--- src/rtl/unlock_pkg.sv ---
package unlock_pkg;

  typedef logic [7:0] byte_t;

  localparam int KEY_LEN = 17;
  localparam int POS_W   = $clog2(KEY_LEN);

  // Expected key byte at a given position of the ordered key.
  function automatic byte_t key_byte(input int idx);
    byte_t b;
    case (idx)
      0:  b = 8'hFF;
      1:  b = 8'h00;
      2:  b = 8'hFF;
      3:  b = 8'h77;
      4:  b = 8'hB3;
      5:  b = 8'h51;
      6:  b = 8'hA8;
      7:  b = 8'hD4;
      8:  b = 8'h62;
      9:  b = 8'h39;
      10: b = 8'h9C;
      11: b = 8'h46;
      12: b = 8'h2B;
      13: b = 8'h15;
      14: b = 8'h8A;
      15: b = 8'hCD;
      16: b = 8'hEE;
      default: b = 8'h00;
    endcase
    return b;
  endfunction

  // Position the matcher falls back to after a mismatching byte.
  function automatic int restart_pos(input byte_t data);
    return (data == key_byte(0)) ? 1 : 0;
  endfunction

endpackage

--- src/rtl/unlock_port_decode.sv ---
module unlock_port_decode #(
  parameter int PORT_W = 8,
  parameter logic [PORT_W-1:0] KEY_PORT = 8'hBC,
  parameter logic [PORT_W-1:0] GA_PORT  = 8'h7F,
  parameter logic [7:0] CMD_MAP   = 8'hB8,
  parameter logic [7:0] CMD_UNMAP = 8'hA8
) (
  input  logic              wr_en,
  input  logic [PORT_W-1:0] wr_port,
  input  logic [7:0]        wr_data,
  output logic              key_wr,
  output logic              map_cmd,
  output logic              unmap_cmd
);

  logic ga_wr;

  always_comb begin
    key_wr    = wr_en && (wr_port == KEY_PORT);
    ga_wr     = wr_en && (wr_port == GA_PORT);
    map_cmd   = ga_wr && (wr_data == CMD_MAP);
    unmap_cmd = ga_wr && (wr_data == CMD_UNMAP);
  end

endmodule

--- src/rtl/unlock_key_matcher.sv ---
module unlock_key_matcher
  import unlock_pkg::*;
(
  input  logic  clk,
  input  logic  rst_n,
  input  logic  key_wr,
  input  byte_t wr_data,
  output logic  unlocked
);

  localparam logic [POS_W-1:0] LAST_POS = POS_W'(KEY_LEN - 1);

  logic [POS_W-1:0] pos;
  logic             key_hit;
  logic             key_last;
  logic             key_done;
  logic [POS_W-1:0] miss_pos;

  always_comb begin
    key_hit  = (wr_data == key_byte(int'(pos)));
    key_last = (pos == LAST_POS);
    key_done = key_wr && !unlocked && key_hit && key_last;
    miss_pos = POS_W'(restart_pos(wr_data));
  end

  always_ff @(posedge clk) begin
    if (!rst_n) begin
      pos      <= '0;
      unlocked <= 1'b0;
    end else if (key_wr && !unlocked) begin
      if (key_done) begin
        pos      <= '0;
        unlocked <= 1'b1;
      end else if (key_hit) begin
        pos <= pos + 1'b1;
      end else begin
        pos <= miss_pos;
      end
    end
  end

  assert_pos_range_R2: assert property (@(posedge clk) disable iff (!rst_n)
    pos <= LAST_POS);

  assert_unlock_on_last_R2: assert property (@(posedge clk) disable iff (!rst_n)
    $rose(unlocked) |-> $past(key_wr && key_last && key_hit));

  assert_restart_ff_R3: assert property (@(posedge clk) disable iff (!rst_n)
    (key_wr && !unlocked && !key_hit && wr_data == 8'hFF) |=> pos == POS_W'(1));

  assert_restart_zero_R3: assert property (@(posedge clk) disable iff (!rst_n)
    (key_wr && !unlocked && !key_hit && wr_data != 8'hFF) |=> pos == '0);

  assert_idle_hold_R4: assert property (@(posedge clk) disable iff (!rst_n)
    !key_wr |=> $stable(pos) && $stable(unlocked));

  assert_sticky_R5: assert property (@(posedge clk) disable iff (!rst_n)
    unlocked |=> unlocked);

endmodule

--- src/rtl/unlock_page_ctrl.sv ---
module unlock_page_ctrl (
  input  logic clk,
  input  logic rst_n,
  input  logic map_cmd,
  input  logic unmap_cmd,
  output logic mapped
);

  always_ff @(posedge clk) begin
    if (!rst_n)         mapped <= 1'b0;
    else if (map_cmd)   mapped <= 1'b1;
    else if (unmap_cmd) mapped <= 1'b0;
  end

  assert_map_R6: assert property (@(posedge clk) disable iff (!rst_n)
    map_cmd |=> mapped);

  assert_unmap_R6: assert property (@(posedge clk) disable iff (!rst_n)
    unmap_cmd |=> !mapped);

  assert_map_hold_R6: assert property (@(posedge clk) disable iff (!rst_n)
    (!map_cmd && !unmap_cmd) |=> $stable(mapped));

  assert_cmd_exclusive_R6: assert property (@(posedge clk) disable iff (!rst_n)
    !(map_cmd && unmap_cmd));

endmodule

--- src/rtl/unlock_gate.sv ---
module unlock_gate #(
  parameter int PORT_W = 8,
  parameter logic [PORT_W-1:0] KEY_PORT = 8'hBC,
  parameter logic [PORT_W-1:0] GA_PORT  = 8'h7F,
  parameter logic [7:0] CMD_MAP   = 8'hB8,
  parameter logic [7:0] CMD_UNMAP = 8'hA8
) (
  input  logic              clk,
  input  logic              rst_n,
  input  logic              wr_en,
  input  logic [PORT_W-1:0] wr_port,
  input  logic [7:0]        wr_data,
  output logic              unlocked,
  output logic              window_en
);

  logic key_wr;
  logic map_cmd;
  logic unmap_cmd;
  logic mapped;

  unlock_port_decode #(
    .PORT_W   (PORT_W),
    .KEY_PORT (KEY_PORT),
    .GA_PORT  (GA_PORT),
    .CMD_MAP  (CMD_MAP),
    .CMD_UNMAP(CMD_UNMAP)
  ) u_decode (
    .wr_en    (wr_en),
    .wr_port  (wr_port),
    .wr_data  (wr_data),
    .key_wr   (key_wr),
    .map_cmd  (map_cmd),
    .unmap_cmd(unmap_cmd)
  );

  unlock_key_matcher u_matcher (
    .clk     (clk),
    .rst_n   (rst_n),
    .key_wr  (key_wr),
    .wr_data (wr_data),
    .unlocked(unlocked)
  );

  unlock_page_ctrl u_page (
    .clk      (clk),
    .rst_n    (rst_n),
    .map_cmd  (map_cmd),
    .unmap_cmd(unmap_cmd),
    .mapped   (mapped)
  );

  assign window_en = unlocked && mapped;

  assert_window_rise_R7: assert property (@(posedge clk) disable iff (!rst_n)
    $rose(window_en) |-> ($past(map_cmd) || $past(key_wr)));

  assert_window_fall_R7: assert property (@(posedge clk) disable iff (!rst_n)
    $fell(window_en) |-> $past(unmap_cmd));

endmodule

--- config.mk ---
export PLATFORM = sky130hd
export DESIGN_NAME = unlock_gate
export DESIGN_NICKNAME = d
export VERILOG_FILES = /design/src/rtl/unlock_pkg.sv /design/src/rtl/unlock_port_decode.sv /design/src/rtl/unlock_key_matcher.sv /design/src/rtl/unlock_page_ctrl.sv /design/src/rtl/unlock_gate.sv
export SDC_FILE = /design/constraint.sdc
export NUM_CORES = 1
export LEC_CHECK = 0
export BUFFER_PORTS_ARGS = -buffer_cell sky130_fd_sc_hd__buf_2
export CORE_MARGIN = 3
export CORE_UTILIZATION = 55
export DETAILED_ROUTE_END_ITERATION = 7
export HOLD_SLACK_MARGIN = 0.08
export PLACE_DENSITY = 0.79
export SLEW_MARGIN = 20
export SYNTH_ARGS = -nofsm -noshare
export SYNTH_HDL_FRONTEND = slang
export SYNTH_SLANG_ARGS = --single-unit
--- constraint.sdc ---
create_clock -name clk -period 2.6 [get_ports clk]
set_input_delay 0.13 -clock clk [delete_from_list [all_inputs] [get_ports clk]]
set_output_delay 0.13 -clock clk [all_outputs]
set_load 0.05 [all_outputs]
==> results.tsv, run 1 <==
stage	metric	value	unit
detailed_routing	dr.pass1.iters	4	
floorplanning	rows	16	
synthesis	postSynthCellCount	137	
detailed_routing	drc	0	
clock_tree	cts_buffer_depth	2	
status	status	finished clean	
synthesis	synth_edf_count	0	
timing	finalSetupTns	0	ns
place	place_ws	0.144	ns
power	power_density	289	nW/um^2
timing	hold_viol	0	
worst_setup_path	crit_buf_inv	2	
final_layout	insertedDiodeCount	0	
power	internal_power	311	uW
clock_tree	cts_made_buffers	3	
timing	finalWorstPathRequiredPeriod	2.46	ns
timing	tightest_slew	0.438	ns
power	p_comb_frac	0.115	
floorplanning	dieArea	2790	sq um
synthesis	ys_warn_count	0	
clock_tree	numClockSinks	15	
power	switchingPower	100	uW
clock_tree	hold_buffers	0	
synthesis	synthFlopType	dfxtp_1	
clock_tree	tritoncts	built	
detailed_routing	routed_via_density	6.08	
final_layout	post-route-util	0.704	
timing	maxSlewViolCount	0	
clock_tree	clk_latency	0.29	ns
final_layout	final_common_cell	buf_2	
min_path	hold_class	input port to flip-flop	
detailed_routing	antenna_left	0	
synthesis	synth_area_leaders	dfxtp_1 25%, ha_1 7.3%, xnor2_1 5.8%	
power	swShare	0.244	
worst_setup_path	crit_chain	inv_1 > ha_1 > nand4bb_1 > nand2_1 > or4_4 > a21oi_2 > buf_4 > ha_1 > o21ai_1 > o21ai_2 > o31ai_1	
global_route	grt_first_pass_wirelength	4860	um
detailed_routing	first_iter_violations	30	
worst_setup_path	crit_top_cell	ha_1	
worst_setup_path	path_max_fanout	4	
final_layout	drive_gt1_frac	0.327	
synthesis	syn_area	1200	sq um
floorplanning	die_h	52.8	um
power	seqPwrFrac	0.560	
timing	min_period_over_period	0.946	
detailed_routing	totalWireLength	2990	um
synthesis	ys_types	47	
power	p_total	411	uW
synthesis	async_flop_share	0	
synthesis	yosysTopAreaCellShare	0.249	
timing	relSlewSlack	0.708	
worst_setup_path	critPathArrivalTime	2.66	ns
synthesis	synth.largest_area_cell	dfxtp_1	
final_layout	area_growth	18.2	%
worst_setup_path	cp_top_family	simple AND/OR/NAND/NOR gates	
floorplanning	start_util	0.596	
power	ir_drop	215	uV
clock_tree	htree_levels	1	
worst_setup_path	cpPeakStageDelay	0.54	ns
place	place.gp.congestion	0.927	
detailed_routing	vias	1149	
worst_setup_path	startpoint_type	flip-flop	
floorplanning	die_w	52.8	um
synthesis	yosysSeqAreaShare	0.249	
global_route	antenna_found_initial	0	
timing	max_freq	0.407	GHz
final_layout	final_cell_mix	20 x buf_2, 14 x dfxtp_1, 12 x nand2_1	
place	portBuffers	20	
synthesis	avgSynthCellArea	8.79	sq um
global_route	grt_max_degree	10	
power	power_frac_clock	0.326	
worst_setup_path	crit_required	2.80	ns
worst_setup_path	crit_type	flip-flop to flip-flop	
floorplanning	coreArea	2020	sq um
worst_setup_path	cp_slowest_cell	or4_4	
global_route	grt_overflow	0	
synthesis	syn_nets	163	
global_route	grt_pass1_vias	1103	
detailed_routing	wl_per_cell	15.8	um
timing	rsz0062_at_grt	no	
timing	setup_ws	0.141	ns
global_route	grt_use_total	0.234	
timing	setup_viol	0	
synthesis	ys_ff_latch	15	
timing	finClkSkew	0.00846	ns
clock_tree	clkSlewWorstSetupHoldPaths	0.09	ns
place	dp_hpwl	2360	um
worst_setup_path	endpoint_kind	flip-flop	
final_layout	nets	189	
floorplanning	num_io_pins	21	
clock_tree	clock-root-buffer	clkbuf_4	
flow_run	drv_cap	0	
power	leakagePower	0.000586	uW
area by class of cell:
| type | count | area [sq um] |
|---|---|---|
| clock buffers | 4 | 26.3 |
| fillers | 162 | 598 |
| inverters | 10 | 37.5 |
| multi-input cells | 108 | 887 |
| flip-flops and latches | 15 | 302 |
| well taps | 27 | 33.8 |
| repair buffers | 25 | 138 |
through the flow:
step | std cells | cell area, sq um | hold WS, ns
CTS | 188 | 1380 | 0.138
floorplan | 137 | 1210 | 0.277
global route | 189 | 1420 | 0.165
global placement | 184 | 1350 | 0.412
detailed placement | 184 | 1350 | 0.427
finish | 189 | 1420 | 0.137
cells in the mapped netlist (all sizes together) (5+ instances only):
library cell,instances
nand2,12
o211ai,5
ha,7
inv,9
o21ai,5
nand4,8
nor3,5
xnor2,8
dfxtp,15
nand3,9
nor2,9
layer usage:
| layer | GRT usage | part of all wire | routed length (um) | vias up |
|---|---|---|---|---|
| met5 | 0 | 0 | 0 | - |
| met4 | 0.0979 | 0.032 | 95 | 0 |
| met3 | 0.0228 | 0.048 | 142 | 11 |
| met2 | 0.413 | 0.50 | 1500 | 52 |
| met1 | 0.285 | 0.42 | 1250 | 522 |
| li1 | - | - | - | 564 |
power by group through the flow:
stage	Sequential (uW)	Combinational, uW	Clock, uW
3_5_place_dp	235	44.3	0
2_1_floorplan	235	21.9	0
6_report	230	47.1	134
4_1_cts	230	44.3	134
3_3_place_gp	235	43.1	0
5_1_grt	230	51.2	144
logic make-up after synthesis:
logic type      count (synthesis)  share of synthesized area
buf+inv                        14                     0.0478
simple gates                   58                      0.310
compound gates                 29                      0.210
xor+xnor                        8                     0.0582
mux                             6                     0.0519
flops                          15                      0.249
fa+ha+maj                       7                     0.0727
repair_timing:
item / 4_1_cts / 5_1_grt
endpoints found under the setup margin: 0 / 3
setup buffers: 0 / 1
gates resized for setup: 0 / 7
tightest hold or removal path, cell delays in order:
cell and delay, ns:
buf_2 0.11, mux2i_1 0.07, nor2_1 0.07
path summary, 6_finish.rpt:
kind | startpoint | endpoint | slack, ns | cells past startpoint
worst min-delay path | wr_data[4] | u_page.mapped | 0.14 | 3
worst max-delay path | u_matcher.pos[0] | flip-flop | 0.14 | 11
worst min register to register | u_page.mapped | u_page.mapped | 0.50 | 2
worst max register to register | u_matcher.pos[0] | flip-flop | 0.14 | 11
Note: power is estimated with default switching activity, not from simulation.
==> run 2: changes to the inputs <==
Settings changed: CELL_PAD_IN_SITES_DETAIL_PLACEMENT set to 1, CELL_PAD_IN_SITES_GLOBAL_PLACEMENT set to 2, CORE_UTILIZATION 55 to 33, PLACE_DENSITY 0.79 to unset, PLACE_DENSITY_LB_ADDON set to 0.1.
==> results.tsv, run 2 (synthesized netlist as in run 1, its figures left out) <==
stage	metric	value	unit	change
power	power_density	283	nW/um^2	-2.1%
flow_run	drv_cap	0		unchanged
global_route	grt_pass1_vias	1275		+16%
final_layout	final_cell_mix	20 x buf_2, 15 x dfxtp_1, 12 x nand2_1		
clock_tree	hold_buffers	0		unchanged
status	status	finished clean		
final_layout	final_cell_area	1490	sq um	+4.3%
timing	setup_viol	0		unchanged
final_layout	nets	195		+3.2%
detailed_routing	first_iter_violations	32		+6.7%
timing	finalWorstPathRequiredPeriod	2.43	ns	-0.0326 ns
clock_tree	clk_latency	0.29	ns	about the same
timing	maxSlewViolCount	0		unchanged
global_route	grt_first_pass_wirelength	6280	um	+29%
timing	finClkSkew	0.00438	ns	-0.00408 ns
timing	max_freq	0.412	GHz	+1.3%
place	dp_cells	210		+14%
floorplanning	coreArea	3420	sq um	+69%
worst_setup_path	cp_slowest_cell	or4_4		
floorplanning	dieArea	4410	sq um	+58%
clock_tree	tritoncts	built		
clock_tree	post_cts_buffers	0		unchanged
final_layout	finalNonFillerCells	214		+13%
floorplanning	start_util	0.353		-0.243
worst_setup_path	cpPeakStageDelay	0.45	ns	-0.09 ns
clock_tree	clkSlewWorstSetupHoldPaths	0.10	ns	about the same
detailed_routing	totalWireLength	3670	um	+23%
final_layout	area_growth	23.3	%	
global_route	grt_max_degree	10		unchanged
clock_tree	cts_made_buffers	3		unchanged
floorplanning	rows	21		+5
place	place.gp.congestion	0.804		-13%
detailed_routing	dr.pass1.iters	4		unchanged
place	dp_hpwl	3100	um	+31%
timing	tightest_slew	0.370	ns	-0.0688 ns
detailed_routing	vias	1160		+0.96%
clock_tree	clock-root-buffer	clkbuf_4		
detailed_routing	antenna_left	0		unchanged
floorplanning	die_h	66.4	um	+26%
place	dpl_cell_area	1430	sq um	+5.6%
detailed_routing	wl_per_cell	17.1	um	+8.4%
detailed_routing	routed_via_density	5.42		-11%
timing	relSlewSlack	0.752		+0.0440
clock_tree	cts_resized	0		unchanged
worst_setup_path	crit_type	flip-flop to flip-flop		
clock_tree	htree_levels	1		unchanged
worst_setup_path	startpoint_type	flip-flop		
power	ir_drop	162	uV	-24%
global_route	grt_use_total	0.189		-0.0448
final_layout	drive_gt1_frac	0.339		+0.0121
worst_setup_path	path_max_fanout	4		unchanged
final_layout	insertedDiodeCount	0		unchanged
clock_tree	numClockSinks	15		unchanged
worst_setup_path	crit_required	2.78	ns	-0.02 ns
worst_setup_path	critPathArrivalTime	2.61	ns	-0.05 ns
clock_tree	cts_buffer_depth	2		unchanged
global_route	antenna_found_initial	0		unchanged
floorplanning	num_io_pins	21		unchanged
timing	min_period_over_period	0.933		-0.0125
timing	hold_viol	0		unchanged
worst_setup_path	crit_chain	inv_1 > ha_1 > nand4bb_1 > nand2_1 > or4_4 > a21oi_4 > inv_1 > ha_1 > a2111oi_4 > o31ai_2		
min_path	hold_class	input port to flip-flop		
power	leakagePower	0.000610	uW	+4.0%
timing	holdWs	0.135	ns	-0.00211 ns
place	portBuffers	20		unchanged
final_layout	final_common_cell	buf_2		
worst_setup_path	endpoint_kind	flip-flop		
floorplanning	die_w	66.4	um	+26%
detailed_routing	drc	0		unchanged
global_route	grt_overflow	0		unchanged
-- run 2: cell count changes in the layout (fill, tap and decap cells not counted), sizes merged --
cell / before / now
clkinv: 1 / 2
buf: 25 / 31
clkbuf: 4 / 3
-- run 2: power by group --
group          switching, uW  internal, uW
Combinational           27.6          22.2
Sequential             0.151           230
Clock                   82.6          57.3
Total                    110           309
-- run 2: metrics by stage --
step,power (uW),setup slack [ns],TNS [ns],util
floorplan,257,0.0106,0,-
global placement,283,0.240,0,0.418
detailed placement,285,0.147,0,0.418
CTS,426,0.141,0,0.426
global route,437,-0.0153,-0.0153,0.435
finish,420,0.174,0,0.435
-- run 2: metal layers --
metal,wire [um],global-route usage
met5,0,0
met1,1610,0.228
met3,92,0.0153
met2,1900,0.343
met4,70,0.0736
-- run 2: layout make-up --
class                           count  area, sq um
Multi-Input combinational cell    108          880
Inverter                           10         37.5
Clock buffer                        3         22.5
Tap cell                           46         57.6
Clock inverter                      1         5.00
Sequential cell                    15          300
Timing Repair Buffer               31          183
Fill cell                         434         1930
-- run 2: critical path, delay by kind of cell, from the launching register on --
kind | cells | cell delay (ns)
buffers and inverters | 2 | 0.16
adder cells (fa/ha/maj) | 2 | 0.51
flip-flops | 1 | 0.38
AND/OR/NAND/NOR | 3 | 0.65
AO/OA/AOI/OAI | 3 | 0.62
-- run 2: worst paths after layout --
path	end	startpoint	slack [ns]	cells after the start
worst max-delay path	flip-flop	u_matcher.pos[1]	0.17	10
worst min-delay path	u_page.mapped	wr_data[4]	0.13	3
worst max register to register	flip-flop	u_matcher.pos[1]	0.17	10
worst min register to register	u_page.mapped	u_page.mapped	0.52	2
